$ cat config.mk
export PLATFORM = sky130hd
export DESIGN_NAME = spi_lb_master
export DESIGN_NICKNAME = d
export VERILOG_FILES = /design/src/rtl/spi_lb_pkg.sv /design/src/rtl/spi_lb_clkgen.sv /design/src/rtl/spi_lb_slicer.sv /design/src/rtl/spi_lb_shifter.sv /design/src/rtl/spi_lb_master.sv
export SDC_FILE = /design/constraint.sdc
export NUM_CORES = 1
export LEC_CHECK = 0
export ABC_AREA = 1
export BUFFER_PORTS_ARGS = -buffer_cell sky130_fd_sc_hd__buf_4
export CORE_MARGIN = 8
export CORE_UTILIZATION = 58
export DETAILED_ROUTE_END_ITERATION = 8
export PLACE_DENSITY = 0.85
export SYNTH_ARGS = -nofsm -noshare
export SYNTH_HDL_FRONTEND = slang
export SYNTH_SLANG_ARGS = --single-unit
$ cat constraint.sdc
create_clock -name clk_i -period 3.85 [get_ports clk_i]
set_input_delay 0.77 -clock clk_i [delete_from_list [all_inputs] [get_ports clk_i]]
set_output_delay 0.77 -clock clk_i [all_outputs]
set_load 0.02 [all_outputs]
$ cat src/rtl/spi_lb_pkg.sv
package spi_lb_pkg;

  typedef enum logic [1:0] {
    ST_IDLE  = 2'd0,
    ST_FETCH = 2'd1,
    ST_SHIFT = 2'd2,
    ST_DONE  = 2'd3
  } lb_state_e;

endpackage

$ cat src/rtl/spi_lb_clkgen.sv
module spi_lb_clkgen #(
  parameter int HALF_DIV = 2
) (
  input  logic clk_i,
  input  logic rst_ni,
  input  logic run_i,
  output logic sclk_o,
  output logic rise_o,
  output logic fall_o
);

  localparam int DIV_W = (HALF_DIV > 1) ? $clog2(HALF_DIV) : 1;

  logic tick;
  logic sclk_q, sclk_d;

  generate
    if (HALF_DIV == 1) begin : g_nodiv
      assign tick = run_i;
    end else begin : g_div
      logic [DIV_W-1:0] cnt_q, cnt_d;

      always_comb begin
        cnt_d = cnt_q;
        if (!run_i) begin
          cnt_d = '0;
        end else if (cnt_q == DIV_W'(HALF_DIV - 1)) begin
          cnt_d = '0;
        end else begin
          cnt_d = cnt_q + DIV_W'(1);
        end
      end

      always_ff @(posedge clk_i or negedge rst_ni) begin
        if (!rst_ni) begin
          cnt_q <= '0;
        end else begin
          cnt_q <= cnt_d;
        end
      end

      assign tick = run_i && (cnt_q == DIV_W'(HALF_DIV - 1));
    end
  endgenerate

  always_comb begin
    sclk_d = sclk_q;
    if (!run_i) begin
      sclk_d = 1'b0;
    end else if (tick) begin
      sclk_d = ~sclk_q;
    end
  end

  always_ff @(posedge clk_i or negedge rst_ni) begin
    if (!rst_ni) begin
      sclk_q <= 1'b0;
    end else begin
      sclk_q <= sclk_d;
    end
  end

  assign sclk_o = sclk_q;
  assign rise_o = tick && !sclk_q;
  assign fall_o = tick && sclk_q;

endmodule

$ cat src/rtl/spi_lb_slicer.sv
module spi_lb_slicer #(
  parameter int WORD_W = 32,
  parameter int LEN_W  = 12,
  parameter int CNT_W  = 6,
  parameter int BITS_W = 13
) (
  input  logic              clk_i,
  input  logic              rst_ni,
  input  logic              start_i,
  input  logic [LEN_W-1:0]  burst_len_i,
  input  logic              word_load_i,
  input  logic              bit_done_i,
  output logic [CNT_W-1:0]  slice_bits_o,
  output logic              last_in_word_o,
  output logic              last_in_burst_o
);

  logic [BITS_W-1:0] bits_left_q, bits_left_d;
  logic [CNT_W-1:0]  word_left_q, word_left_d;
  logic              first_q, first_d;
  logic [BITS_W-1:0] remainder;

  // leftover bits of a burst that is not a whole number of words
  assign remainder = bits_left_q % BITS_W'(WORD_W);

  always_comb begin
    if (first_q && (remainder != '0)) begin
      slice_bits_o = CNT_W'(remainder);
    end else begin
      slice_bits_o = CNT_W'(WORD_W);
    end
  end

  always_comb begin
    bits_left_d = bits_left_q;
    word_left_d = word_left_q;
    first_d     = first_q;
    if (start_i) begin
      bits_left_d = BITS_W'(burst_len_i) + BITS_W'(1);
      word_left_d = '0;
      first_d     = 1'b1;
    end else if (word_load_i) begin
      word_left_d = slice_bits_o;
      first_d     = 1'b0;
    end else if (bit_done_i) begin
      bits_left_d = bits_left_q - BITS_W'(1);
      word_left_d = word_left_q - CNT_W'(1);
    end
  end

  always_ff @(posedge clk_i or negedge rst_ni) begin
    if (!rst_ni) begin
      bits_left_q <= '0;
      word_left_q <= '0;
      first_q     <= 1'b0;
    end else begin
      bits_left_q <= bits_left_d;
      word_left_q <= word_left_d;
      first_q     <= first_d;
    end
  end

  assign last_in_word_o  = (word_left_q == CNT_W'(1));
  assign last_in_burst_o = (bits_left_q == BITS_W'(1));

endmodule

$ cat src/rtl/spi_lb_shifter.sv
module spi_lb_shifter #(
  parameter int WORD_W = 32,
  parameter int CNT_W  = 6
) (
  input  logic              clk_i,
  input  logic              rst_ni,
  input  logic              load_i,
  input  logic [WORD_W-1:0] word_i,
  input  logic [CNT_W-1:0]  slice_bits_i,
  input  logic              shift_i,
  input  logic              sample_i,
  input  logic              miso_i,
  output logic              mosi_o,
  output logic [WORD_W-1:0] rx_word_o
);

  logic [WORD_W-1:0] tx_sr_q, tx_sr_d;
  logic [WORD_W-1:0] rx_sr_q, rx_sr_d;
  logic [CNT_W-1:0]  align;

  // move the slice's top bit up to the MSB of the shift register
  assign align = CNT_W'(WORD_W) - slice_bits_i;

  always_comb begin
    tx_sr_d = tx_sr_q;
    rx_sr_d = rx_sr_q;
    if (load_i) begin
      tx_sr_d = word_i << align;
      rx_sr_d = '0;
    end else begin
      if (shift_i) begin
        tx_sr_d = {tx_sr_q[WORD_W-2:0], 1'b0};
      end
      if (sample_i) begin
        rx_sr_d = {rx_sr_q[WORD_W-2:0], miso_i};
      end
    end
  end

  always_ff @(posedge clk_i or negedge rst_ni) begin
    if (!rst_ni) begin
      tx_sr_q <= '0;
      rx_sr_q <= '0;
    end else begin
      tx_sr_q <= tx_sr_d;
      rx_sr_q <= rx_sr_d;
    end
  end

  assign mosi_o    = tx_sr_q[WORD_W-1];
  assign rx_word_o = rx_sr_q;

endmodule

$ cat src/rtl/spi_lb_master.sv
module spi_lb_master
  import spi_lb_pkg::*;
#(
  parameter int WORD_W   = 32,
  parameter int LEN_W    = 12,
  parameter int HALF_DIV = 2
) (
  input  logic              clk_i,
  input  logic              rst_ni,
  input  logic              start_i,
  input  logic [LEN_W-1:0]  burst_len_i,
  input  logic [WORD_W-1:0] tx_data_i,
  input  logic              tx_valid_i,
  output logic              tx_ready_o,
  output logic [WORD_W-1:0] rx_data_o,
  output logic              rx_valid_o,
  output logic              sclk_o,
  output logic              mosi_o,
  input  logic              miso_i,
  output logic              cs_n_o,
  output logic              done_o
);

  localparam int CNT_W  = $clog2(WORD_W + 1);
  localparam int BITS_W = LEN_W + 1;

  lb_state_e state_q, state_d;

  logic             run;
  logic             rise, fall;
  logic             word_load;
  logic             slicer_start;
  logic [CNT_W-1:0] slice_bits;
  logic             last_in_word, last_in_burst;
  logic [WORD_W-1:0] rx_word;
  logic [WORD_W-1:0] rx_data_q, rx_data_d;
  logic             rx_valid_q, rx_valid_d;
  logic             word_end;

  assign run          = (state_q == ST_SHIFT);
  assign word_load    = (state_q == ST_FETCH) && tx_valid_i;
  assign slicer_start = (state_q == ST_IDLE) && start_i;
  assign word_end     = run && fall && last_in_word;

  always_comb begin
    state_d = state_q;
    unique case (state_q)
      ST_IDLE:  if (start_i)    state_d = ST_FETCH;
      ST_FETCH: if (tx_valid_i) state_d = ST_SHIFT;
      ST_SHIFT: if (word_end)   state_d = last_in_burst ? ST_DONE : ST_FETCH;
      ST_DONE:                  state_d = ST_IDLE;
      default:                  state_d = ST_IDLE;
    endcase
  end

  always_ff @(posedge clk_i or negedge rst_ni) begin
    if (!rst_ni) begin
      state_q <= ST_IDLE;
    end else begin
      state_q <= state_d;
    end
  end

  spi_lb_clkgen #(
    .HALF_DIV (HALF_DIV)
  ) u_clkgen (
    .clk_i  (clk_i),
    .rst_ni (rst_ni),
    .run_i  (run),
    .sclk_o (sclk_o),
    .rise_o (rise),
    .fall_o (fall)
  );

  spi_lb_slicer #(
    .WORD_W (WORD_W),
    .LEN_W  (LEN_W),
    .CNT_W  (CNT_W),
    .BITS_W (BITS_W)
  ) u_slicer (
    .clk_i           (clk_i),
    .rst_ni          (rst_ni),
    .start_i         (slicer_start),
    .burst_len_i     (burst_len_i),
    .word_load_i     (word_load),
    .bit_done_i      (run && fall),
    .slice_bits_o    (slice_bits),
    .last_in_word_o  (last_in_word),
    .last_in_burst_o (last_in_burst)
  );

  spi_lb_shifter #(
    .WORD_W (WORD_W),
    .CNT_W  (CNT_W)
  ) u_shifter (
    .clk_i        (clk_i),
    .rst_ni       (rst_ni),
    .load_i       (word_load),
    .word_i       (tx_data_i),
    .slice_bits_i (slice_bits),
    .shift_i      (run && fall),
    .sample_i     (run && rise),
    .miso_i       (miso_i),
    .mosi_o       (mosi_o),
    .rx_word_o    (rx_word)
  );

  // RX push: the last bit was captured on the rise before this fall
  always_comb begin
    rx_valid_d = word_end;
    rx_data_d  = word_end ? rx_word : rx_data_q;
  end

  always_ff @(posedge clk_i or negedge rst_ni) begin
    if (!rst_ni) begin
      rx_valid_q <= 1'b0;
      rx_data_q  <= '0;
    end else begin
      rx_valid_q <= rx_valid_d;
      rx_data_q  <= rx_data_d;
    end
  end

  assign rx_valid_o = rx_valid_q;
  assign rx_data_o  = rx_data_q;
  assign tx_ready_o = (state_q == ST_FETCH);
  assign cs_n_o     = !((state_q == ST_FETCH) || (state_q == ST_SHIFT));
  assign done_o     = (state_q == ST_DONE);

endmodule

Word-level counts from Yosys, hierarchy flattened
Cells that the tools add are included.
- add/subtract/negate cells: 5
- bitwise operators: 1
- divide/modulo/power cells: 0
- $mul: 0
- reductions and logical operators: 21
- $lt $le $gt $ge: 0
- shifts and indexed selects: 1
- equal/unequal tests: 10
- muxes and demuxes: 22
- operators by type and width (kind ; count):
    $mux 32 ; 4
    $mux 13 ; 3
    $shl 32x6->32 ; 1
    $mux 6 ; 4
    $add 12x1->13 const B ; 1
    $eq 13x1->1 const B ; 1
    $reduce_bool 13->1 ; 1
    $sub 13x1->13 const B ; 1
    $logic_and 1x1->1 ; 9
    $mux 2 ; 4
    $pmux 2 s4 ; 1
    $reduce_bool 2->1 ; 4
    $eq 6x1->1 const B ; 1
    $mux 1 ; 6
    $ne 2x2->1 const B ; 3
    $sub 6x1->6 const B ; 1
    $sub 6x6->6 const A ; 1
    $eq 2x2->1 const B ; 2
    $ne 2x1->1 const B ; 2
    $reduce_and 3->1 ; 1
    $reduce_bool 3->1 ; 1
    $eq 2x1->1 const B ; 1
    $logic_not 1->1 ; 2
    $logic_not 2->1 ; 1
    4 further kinds ; 4
- logic and storage cells: 70
- latch bits: 0
- bits in registers: 121
- memories: 0
- ROM bits: 0
- output and inout port bits: 38
- RAM bits: 0

Logic depth before layout (Yosys ltp)
Gate-level depths: netlist of run 1.
- depth in word-level cells: 7
- mapped depth: 23
- mapped depth without buffers: 20

Cells and area by module
A second synthesis of run 1 with hierarchy kept.
- cell total of the unflattened synthesis: 1104
- area total of the unflattened synthesis: 7744.9 um^2
- modules (own cells, without submodules) (module ; seq. area each (um^2) ; cells each ; instances ; area each (um^2)):
    spi_lb_shifter ; 1601.5 ; 668 ; 1 ; 4541.9
    spi_lb_slicer ; 500.5 ; 252 ; 1 ; 1625.3
    spi_lb_master ; 875.8 ; 172 ; 1 ; 1487.7
    spi_lb_clkgen ; 50.0 ; 12 ; 1 ; 90.1

Worst setup path before layout of run 1
OpenSTA, ideal clock, no wires.
- path type: register -> register
- start: reg u_slicer.bits_left_q[0]
- end: reg u_shifter.tx_sr_q[30]
- library setup time: 0.113 ns
- slack: 0.800 ns
- data arrival time: 2.938 ns
- stages on the path, launching flop included: 21
- path through: dfrtp_1 buf_6 clkbuf_1 inv_1 ha_1 inv_1 nor2_2 nand2_4 nand3_4 buf_2 ha_1 buf_2 clkinv_1 clkbuf_1 nand3_1 nand3_1 nand3_1 nand3_1 nand3_1 nand2_1 inv_1
- longest elaborated chain between the ends: 6
- ends and longest elaborated chain (element ; line ; text):
    from (decl) ; spi_lb_slicer.sv:18 ; logic [BITS_W-1:0] bits_left_q, bits_left_d;
    from (signal assigned) ; spi_lb_slicer.sv:57 ; bits_left_q <= bits_left_d;
    $reduce_bool 13->1 ; spi_lb_slicer.sv:27 ; if (first_q && (remainder != '0)) begin
    $logic_and 1x1->1 ; spi_lb_slicer.sv:27 ;
    $mux 6 * ; spi_lb_slicer.sv:27 ;
    $sub 6x6->6 * ; spi_lb_shifter.sv:22 ; assign align = CNT_W'(WORD_W) - slice_bits_i;
    $shl 32x6->32 * ; spi_lb_shifter.sv:28 ; tx_sr_d = word_i << align;
    $mux 32 * ; spi_lb_shifter.sv:27 ; if (load_i) begin
    to (signal assigned) ; spi_lb_shifter.sv:45 ; tx_sr_q <= tx_sr_d;
    to (decl) ; spi_lb_shifter.sv:17 ; logic [WORD_W-1:0] tx_sr_q, tx_sr_d;
Mark *: on every way between the ends. The rest lies on a longest branch, timed or not.
A chain may end at the register's enable or synchronous reset.

Worst setup path in the final report of run 1
- start: reg u_slicer.bits_left_q[1]
- end: reg u_shifter.tx_sr_q[24]
Same word-level chain as after synthesis.

==> metrics, run 1 <==
num ports 87; Yosys cell types 39; GRT overflow 0; Multi-input gate area 3960 um^2; Post-synth ARST share 100%; crit path max fanout 26; crit path from u_slicer.bits_left_q[1]; I/O Buffers 86; most used flip-flop cell after synthesis dfrtp_1; starting density of the core 58.7%; Post-DP Area 8390 um^2; RSZ-0062 raised after global routing false; Hold WC Path Type in2async; worst path arrival time 3.55 ns; Max Cap Violations 0; Final Setup Violations 0; drt pass-1 iters 5; Area contributors post-synth dfrtp_1, nand3_1, nand2_1; Worst Setup Path Type reg2reg; Met3 Wirelength 1290 um; wl on met1 8970 um; share of the synthesized area in the top cell type 39.4%; Syn. warnings 0; P_leak 4.37 nW; WL/cell 16.3 um; share of cells above drive strength 1 14.5%; DR vias 7931; clk slew on worst S/H paths 0.06 ns; Final ANT Viol Nets 0; largest net degree at the start of global routing 53; initial antenna violation count 0; row count 42; maximum clock rate 0.309 GHz; root buffer cell clkbuf_16; Post-synth EDFFs 0; CTS hold repair buffers 0; H-tree depth 4; Final Hold Fails 0; most frequent cells in the layout nand3_1, nand2_1, dfrtp_1; Reg2Reg Depth 18; Die Area 17200 um^2; Synth area leader dfrtp_1; commonest non-fill, non-tap cell in the layout nand3_1; length of routed met2 wiring 10600 um; Placer Congestion 0.951; Worst-Skew Late Latency 0.42 ns; Design Area, Final 8970 um^2; register area 3030 um^2; global-route wire length before repair 36200 um; sequential element share of the synthesized area 39.4%; flop2flop setup slack 0.61 ns; PwrDens 896 nW/um^2; Vias/cell 5.95; core area 13100 um^2; Max-slew headroom 40.0%; Worst Max-Slew Pin Slew 0.898 ns; drt drc 0; Reg-to-Reg End u_shifter.tx_sr_q[24]; Worst Path Required 4.16 ns; Syn Std Cell Area 7690 um^2; n_diodes 0; worst-case clock skew 0.00992 ns; synthesized instance count 1089; total CTS buffers 17; setup TNS 0 ns; CP Capture Type register; DPL Wire Length 14300 um; minimum clock period 3.24 ns; Max clock buf depth 2; Tcrit/Tclk final 84.1%; Routed WL 21700 um; mean area per synthesized cell 7.06 um^2; Tot GR Track Use 25.0%; Max Slew Vio Count 0; die width 131 um; vias in the first global route 7623; highest routed layer met4; #FFs+latches synth 121; final net count 1203; Clock Sinks 121; PostCTS Resize Cnt 0; Max VDD drop 0.657 mV; postcts setup bufs 0; synth-to-layout area growth 16.7%; CP Launch Type register; Worst R2R Start u_slicer.bits_left_q[1]; TritonCTS clock tree built; syn nets 1149; status finished, final reports clean; initial DRC count 852; FILL cells 1118; die height 131 um
## through the flow
| stage | instances | utilization (%) | hold slack, ns | worst slack (ns) | power, mW |
|---|---|---|---|---|---|
| finish | 1332 | 68.6 | 0.345 | 0.611 | 8.04 |
| global route | 1332 | 68.6 | 0.390 | 0.381 | 8.67 |
| CTS | 1332 | 68.6 | 0.362 | 0.667 | 7.96 |
| detailed placement | 1300 | 64.2 | 0.457 | 0.671 | 6.38 |
| global placement | 1300 | 64.2 | 0.451 | 0.807 | 6.34 |
| floorplan | 1089 | - | 0.425 | 0.800 | 5.34 |
## synth_stat cells (2+ instances only)
| master | n |
|---|---|
| nand3_1 | 232 |
| nand2_1 | 225 |
| dfrtp_1 | 121 |
| o21ai_0 | 114 |
| inv_1 | 97 |
| nor2_1 | 61 |
| nand4_1 | 45 |
| clkbuf_1 | 44 |
| a21oi_1 | 39 |
| buf_2 | 19 |
| ha_1 | 11 |
| nor3_1 | 10 |
| or2_2 | 10 |
| xor2_1 | 7 |
| inv_2 | 5 |
| nand2_4 | 4 |
| nor2_4 | 4 |
| a31oi_1 | 3 |
| buf_6 | 3 |
| nand2_2 | 3 |
| nor4_1 | 3 |
| o22ai_1 | 3 |
| xnor2_1 | 3 |
| a221oi_1 | 2 |
| a22oi_1 | 2 |
| buf_4 | 2 |
| clkinv_1 | 2 |
| nor2_2 | 2 |
| o211ai_1 | 2 |
| o311ai_0 | 2 |
## worst max path at each step
| stage | depth (start not counted) | end |
|---|---|---|
| floorplan | 20 | u_shifter.tx_sr_q[30] |
| global placement | 18 | u_shifter.tx_sr_q[24] |
| detailed placement | 19 | u_shifter.tx_sr_q[30] |
| CTS | 19 | u_shifter.tx_sr_q[30] |
| global route | 18 | u_shifter.tx_sr_q[31] |
| finish | 18 | u_shifter.tx_sr_q[24] |
## cell families after synthesis
group / share of synthesized area (%)
AO/OA/AOI/OAI: 11.8
flip-flops: 39.4
buffers and inverters: 9.18
adder cells (fa/ha/maj): 1.79
AND/OR/NAND/NOR: 36.7
XOR/XNOR: 1.14
## power breakdown
group	leakage [nW]	total (mW)	internal, mW	switching [mW]
registers	1.59	1.79	1.58	0.208
logic	2.50	4.70	1.44	3.27
clock network	0.280	1.55	0.953	0.592
total	4.37	8.04	3.97	4.07
## metal layers
layer | vias up | global-route usage, %
met3 | 80 | 5.41
met5 | - | 0
met2 | 324 | 40.6
li1 | 3779 | -
met4 | 0 | 13.5
met1 | 3748 | 30.5
## flip-flops by register name, summed over array words and instances, names as in the netlist
name	flops
rx_valid_o	1
u_slicer.word_left_q	6
state_q	2
rx_data_o	32
u_clkgen.sclk_o	1
u_clkgen.g_div.cnt_q	1
u_slicer.first_q	1
u_slicer.bits_left_q	13
u_shifter.rx_word_o	32
u_shifter.tx_sr_q	32
## area by class of cell
class | count | area share, %
clock inverter | 14 | 1.65
sequential | 121 | 33.8
timing repair buffer | 103 | 8.76
multi-input combinational | 795 | 44.2
tap | 176 | 2.45
clock buffer | 18 | 4.78
inverter | 105 | 4.42
## worst max-delay path, cell delays in order (launching register included)
cell and delay (ns):
dfrtp_1 0.39, inv_1 0.12, ha_1 0.19, inv_1 0.06, nor2_2 0.04, nand2_4 0.10, nand2_4 0.07, nor2_1 0.16
inv_1 0.07, ha_1 0.30, clkinv_1 0.57, nand3_1 0.43, nand3_1 0.14, nand2_1 0.10, nand2_1 0.07, nand3_1 0.09
nand3_1 0.11, nand2_1 0.07, inv_1 0.04
No activity file was read; power rests on OpenSTA's default activity.
==> inputs of run 2 (changes only) <==
- CORE_UTILIZATION: 58 -> 54
- PLACE_DENSITY: 0.85 -> 0.83
- clock period: 3.85 -> 2.9 ns (I/O delays scaled with it)
==> run 2 against run 1 <==
Net effect:
- final area grew 1.0%
- cell count grew 0.75%
- worst setup slack lost 0.35 ns
- worst hold slack lost 0.21 ns
- flip-flop and latch count is the same
- highest routed layer unchanged
==> metrics, run 2 (synthesized netlist as in run 1, its figures left out) <==
status finished, final reports clean; P_leak 4.41 nW; initial DRC count 857; vias in the first global route 7540; clk slew on worst S/H paths 0.06 ns; PnR worst setup slack 0.260 ns; Routed WL 22200 um; DR vias 7851; Final Setup Violations 0; total CTS buffers 17; setup TNS 0 ns; final net count 1210; commonest non-fill, non-tap cell in the layout nand3_1; H-tree depth 4; die width 135 um; Max-slew headroom 54.5%; starting density of the core 55.4%; Worst Setup Path Type reg2reg; Die Area 18300 um^2; worst path arrival time 2.94 ns; CP Capture Type register; Tcrit/Tclk final 91.0%; drt pass-1 iters 5; Final ANT Viol Nets 0; WL/cell 16.6 um; RSZ-0062 raised after global routing false; Max VDD drop 0.826 mV; Multi-input gate area 3970 um^2; crit path max fanout 21; Placer Congestion 0.985; Worst Path Required 3.20 ns; Vias/cell 5.85; most frequent cells in the layout nand3_1, nand2_1, dfrtp_1; Final Hold Fails 0; global-route wire length before repair 36500 um; die height 135 um; Max Slew Vio Count 0; initial antenna violation count 0; Crit path largest cell delay 0.38 ns; Clock Sinks 121; Max clock buf depth 2; Worst-Skew Late Latency 0.41 ns; Hold WC Path Type in2async; DP Worst Slack 0.134 ns; GRT overflow 0; root buffer cell clkbuf_16; worst-case clock skew 0.00722 ns; register area 3030 um^2; I/O Buffers 86; largest net degree at the start of global routing 73; core area 13900 um^2; drt drc 0; TritonCTS clock tree built; Power Total 11.0 mW; Worst Max-Slew Pin Slew 0.683 ns; synth-to-layout area growth 17.9%; DPL Wire Length 15200 um; num ports 87; n_diodes 0; Post-DP Area 8460 um^2; Buf+Inv Stages, Crit Path 6; family with the most delay on the worst path simple AND/OR/NAND/NOR gates; Tot GR Track Use 24.4%; maximum clock rate 0.379 GHz; FILL cells 1210; CP max stage cell dfrtp_1; Max Cap Violations 0; share of cells above drive strength 1 15.1%; CP Launch Type register; row count 43; PwrDens 1210 nW/um^2; Design Area, Final 9060 um^2; Cell Chain, Critical Path inv_1 > ha_1 > inv_1 > nor2_2 > nand2_4 > nand2_4 > nor2_1 > inv_1 > ha_1 > clkinv_1 > buf_6 > nand2_1 > nand3_1 > nand2_1 > nand2_1 > nand3_1 > nand3_1 > nand2_1 > inv_1; minimum clock period 2.64 ns
==> run 2: worst paths after layout <==
kind,start,end,slack [ns],cells past startpoint
hold / removal,rst_ni,rx_data_o[5],0.14,1
hold reg to reg,u_clkgen.g_div.cnt_q,u_clkgen.g_div.cnt_q,0.47,1
setup / recovery,u_slicer.bits_left_q[1],u_shifter.tx_sr_q[30],0.26,19
min in group clk_i,miso_i,u_shifter.rx_word_o[0],0.43,3
setup reg to reg,u_slicer.bits_left_q[1],u_shifter.tx_sr_q[30],0.26,19
max in group asynchronous,rst_ni,rx_data_o[8],1.96,2
==> run 2: per-layer routing <==
metal	wire length (um)	global-route usage [%]	up-vias
li1	-	-	3799
met1	9430	30.9	3698
met2	10800	38.8	292
met3	1220	4.93	62
met4	820	12.5	0
met5	0	0	-
==> run 2: cell type report <==
type	count	area share, %
inverter	105	4.40
multi-input combinational	795	43.8
tap	180	2.48
sequential	121	33.4
clock buffer	18	4.84
clock inverter	13	1.33
timing repair buffer	110	9.79
==> run 2: metrics by stage <==
step,hold WS [ns],util [%],std cells
2_1_floorplan,0.284,-,1089
3_3_place_gp,0.451,61.0,1309
3_5_place_dp,0.459,61.0,1309
4_1_cts,0.147,65.0,1340
5_1_grt,0.163,65.3,1342
6_report,0.135,65.3,1342
==> run 2: worst register-to-register path, cell delays in order (launching register included) <==
cell      delay, ns
dfrtp_1        0.38
inv_1          0.07
ha_1           0.17
inv_1          0.06
nor2_2         0.04
nand2_4        0.10
nand2_4        0.07
nor2_1         0.15
inv_1          0.06
ha_1           0.32
clkinv_1       0.11
buf_6          0.18
nand2_1        0.17
nand3_1        0.14
nand2_1        0.09
nand2_1        0.06
nand3_1        0.13
nand3_1        0.08
nand2_1        0.09
inv_1          0.05
==> run 2: what timing repair did <==
| action | CTS | global route |
|---|---|---|
| gates resized for setup | 0 | 9 |
| hold buffers | 0 | 0 |
| setup endpoints to repair | 0 | 22 |
| buffers inserted | 0 | 2 |
==> run 2: where the power goes <==
| part | total (mW) | leakage (nW) | switching [mW] | internal, mW |
|---|---|---|---|---|
| combinational | 6.59 | 2.55 | 4.49 | 2.10 |
| clock | 2.00 | 0.269 | 0.802 | 1.20 |
| sequential | 2.38 | 1.59 | 0.287 | 2.10 |
==> inputs of run 3 (changes only) <==
- RECOVER_POWER: default -> 25
==> run 3 against run 2 <==
Net effect:
- the run now ends with max-capacitance violations, max-slew violations left
- wire length down 0.23%
- clock power about the same
- register-to-register slack about the same
- final area about the same
- sequential power about the same
- first-iteration DRC count unchanged
- worst hold slack better by 0.30 ns
- power down 0.12%
- sequential share of layout area about the same
- critical path type unchanged
- critical endpoint unchanged
- largest cell class unchanged
- largest power group unchanged
==> metrics, run 3 (synthesized netlist as in run 1, its figures left out) <==
status finished, violations left; failing checks max-capacitance violations, max-slew violations; Final Setup Violations 0; Worst Max-Slew Pin Slew 2.10 ns; CTS hold repair buffers 0; minimum clock period 2.64 ns; DP Worst Slack 0.134 ns; initial antenna violation count 0; Tcrit/Tclk final 91.1%; CP Capture Type register; Worst Path Required 3.20 ns; root buffer cell clkbuf_16; Final ANT Viol Nets 0; crit path max fanout 21; Hold WC Path Type in2reg; Non-Filler Instances 1342; vias in the first global route 7540; worst-case clock skew 0.00748 ns; largest net degree at the start of global routing 73; Design Area, Final 9060 um^2; CP Launch Type register; drt drc 0; final net count 1210; Max Slew Vio Count 36; n_diodes 0; global-route wire length before repair 36500 um; I/O Buffers 86; GRT overflow 0; P_leak 4.41 nW; Crit path largest cell delay 0.38 ns; synth-to-layout area growth 17.9%; Hold Slack 0.436 ns; WHS Path Cells 3; PnR worst setup slack 0.259 ns; Placer Congestion 0.985; RSZ-0062 raised after global routing false; DR vias 7852; DPL Wire Length 15200 um; PwrDens 1210 nW/um^2; Post-DP Area 8460 um^2; num ports 87; die height 135 um; row count 43; Worst-Skew Late Latency 0.41 ns; Routed WL 22200 um; Max-slew headroom -40.3%; Placed Cells incl. Taps 1309; TritonCTS clock tree built; clk slew on worst S/H paths 0.06 ns; Final Hold Fails 0; Max clock buf depth 2; starting density of the core 55.4%; worst path arrival time 2.94 ns; H-tree depth 4; drt pass-1 iters 8; Max Cap Violations 1; Reg2Reg Depth 19; final design utilization 65.3%; CP max stage cell dfrtp_1; total CTS buffers 17; most frequent cells in the layout nand3_1, nand2_1, dfrtp_1; WL/cell 16.5 um; commonest non-fill, non-tap cell in the layout nand3_1; Cell Chain, Critical Path inv_1 > ha_1 > inv_1 > nor2_2 > nand2_4 > nand2_4 > nor2_1 > inv_1 > ha_1 > clkinv_1 > buf_6 > nand2_1 > nand3_1 > nand2_1 > nand2_1 > nand3_1 > nand3_1 > nand2_1 > inv_1; Power Total 11.0 mW; share of cells above drive strength 1 15.1%; Max VDD drop 0.826 mV; Vias/cell 5.85; Worst Setup Path Type reg2reg; Tot GR Track Use 24.4%; maximum clock rate 0.379 GHz; Die Area 18300 um^2; initial DRC count 857; core area 13900 um^2; die width 135 um; Clock Sinks 121; setup TNS 0 ns
-- run 3: cell count changes in the layout (fill, tap and decap cells not counted) --
| cell | before | now |
|---|---|---|
| buf_4 | 104 | 103 |
| clkbuf_1 | 0 | 1 |
-- run 3: final timing paths --
kind / startpoint / slack (ns) / end
max in group asynchronous: rst_ni / 0.77 / rx_data_o[8]
max: u_slicer.bits_left_q[1] / 0.26 / u_shifter.tx_sr_q[30]
min: miso_i / 0.44 / u_shifter.rx_word_o[0]
max reg2reg: u_slicer.bits_left_q[1] / 0.26 / u_shifter.tx_sr_q[30]
min reg2reg: u_clkgen.g_div.cnt_q / 0.47 / u_clkgen.g_div.cnt_q
min in group asynchronous: rst_ni / 0.77 / rx_data_o[5]
-- run 3: where the power goes --
part	total, mW	internal, mW	switching, mW
combinational	6.58	2.10	4.48
sequential	2.38	2.10	0.286
clock	2.00	1.20	0.798
total	11.0	5.39	5.57
-- run 3: worst max-delay path, delay by kind of cell (launching register included) --
kind | cells | cell delay (ns)
buf+inv | 6 | 0.53
flops | 1 | 0.38
simple gates | 11 | 1.10
fa+ha+maj | 2 | 0.49
-- run 3: area by class of cell --
cell class	count	area [um^2]
fill	1209	4820
tap	180	225
inverter	105	399
sequential	121	3030
multi-input combinational	795	3970
timing repair buffer	110	883
clock inverter	13	120
clock buffer	18	439
-- run 3: routing by layer --
metal	vias to the layer above	share of wire [%]	GRT usage (%)
li1	3802	-	-
met1	3712	42	30.9
met2	274	49	38.8
met3	64	5.3	4.93
met4	0	3.8	12.5
met5	-	0	0
-- run 3: repair_timing --
action / CTS / global route
setup buffers: 0 / 2
gates resized for setup: 0 / 9
endpoints found under the setup margin: 0 / 22
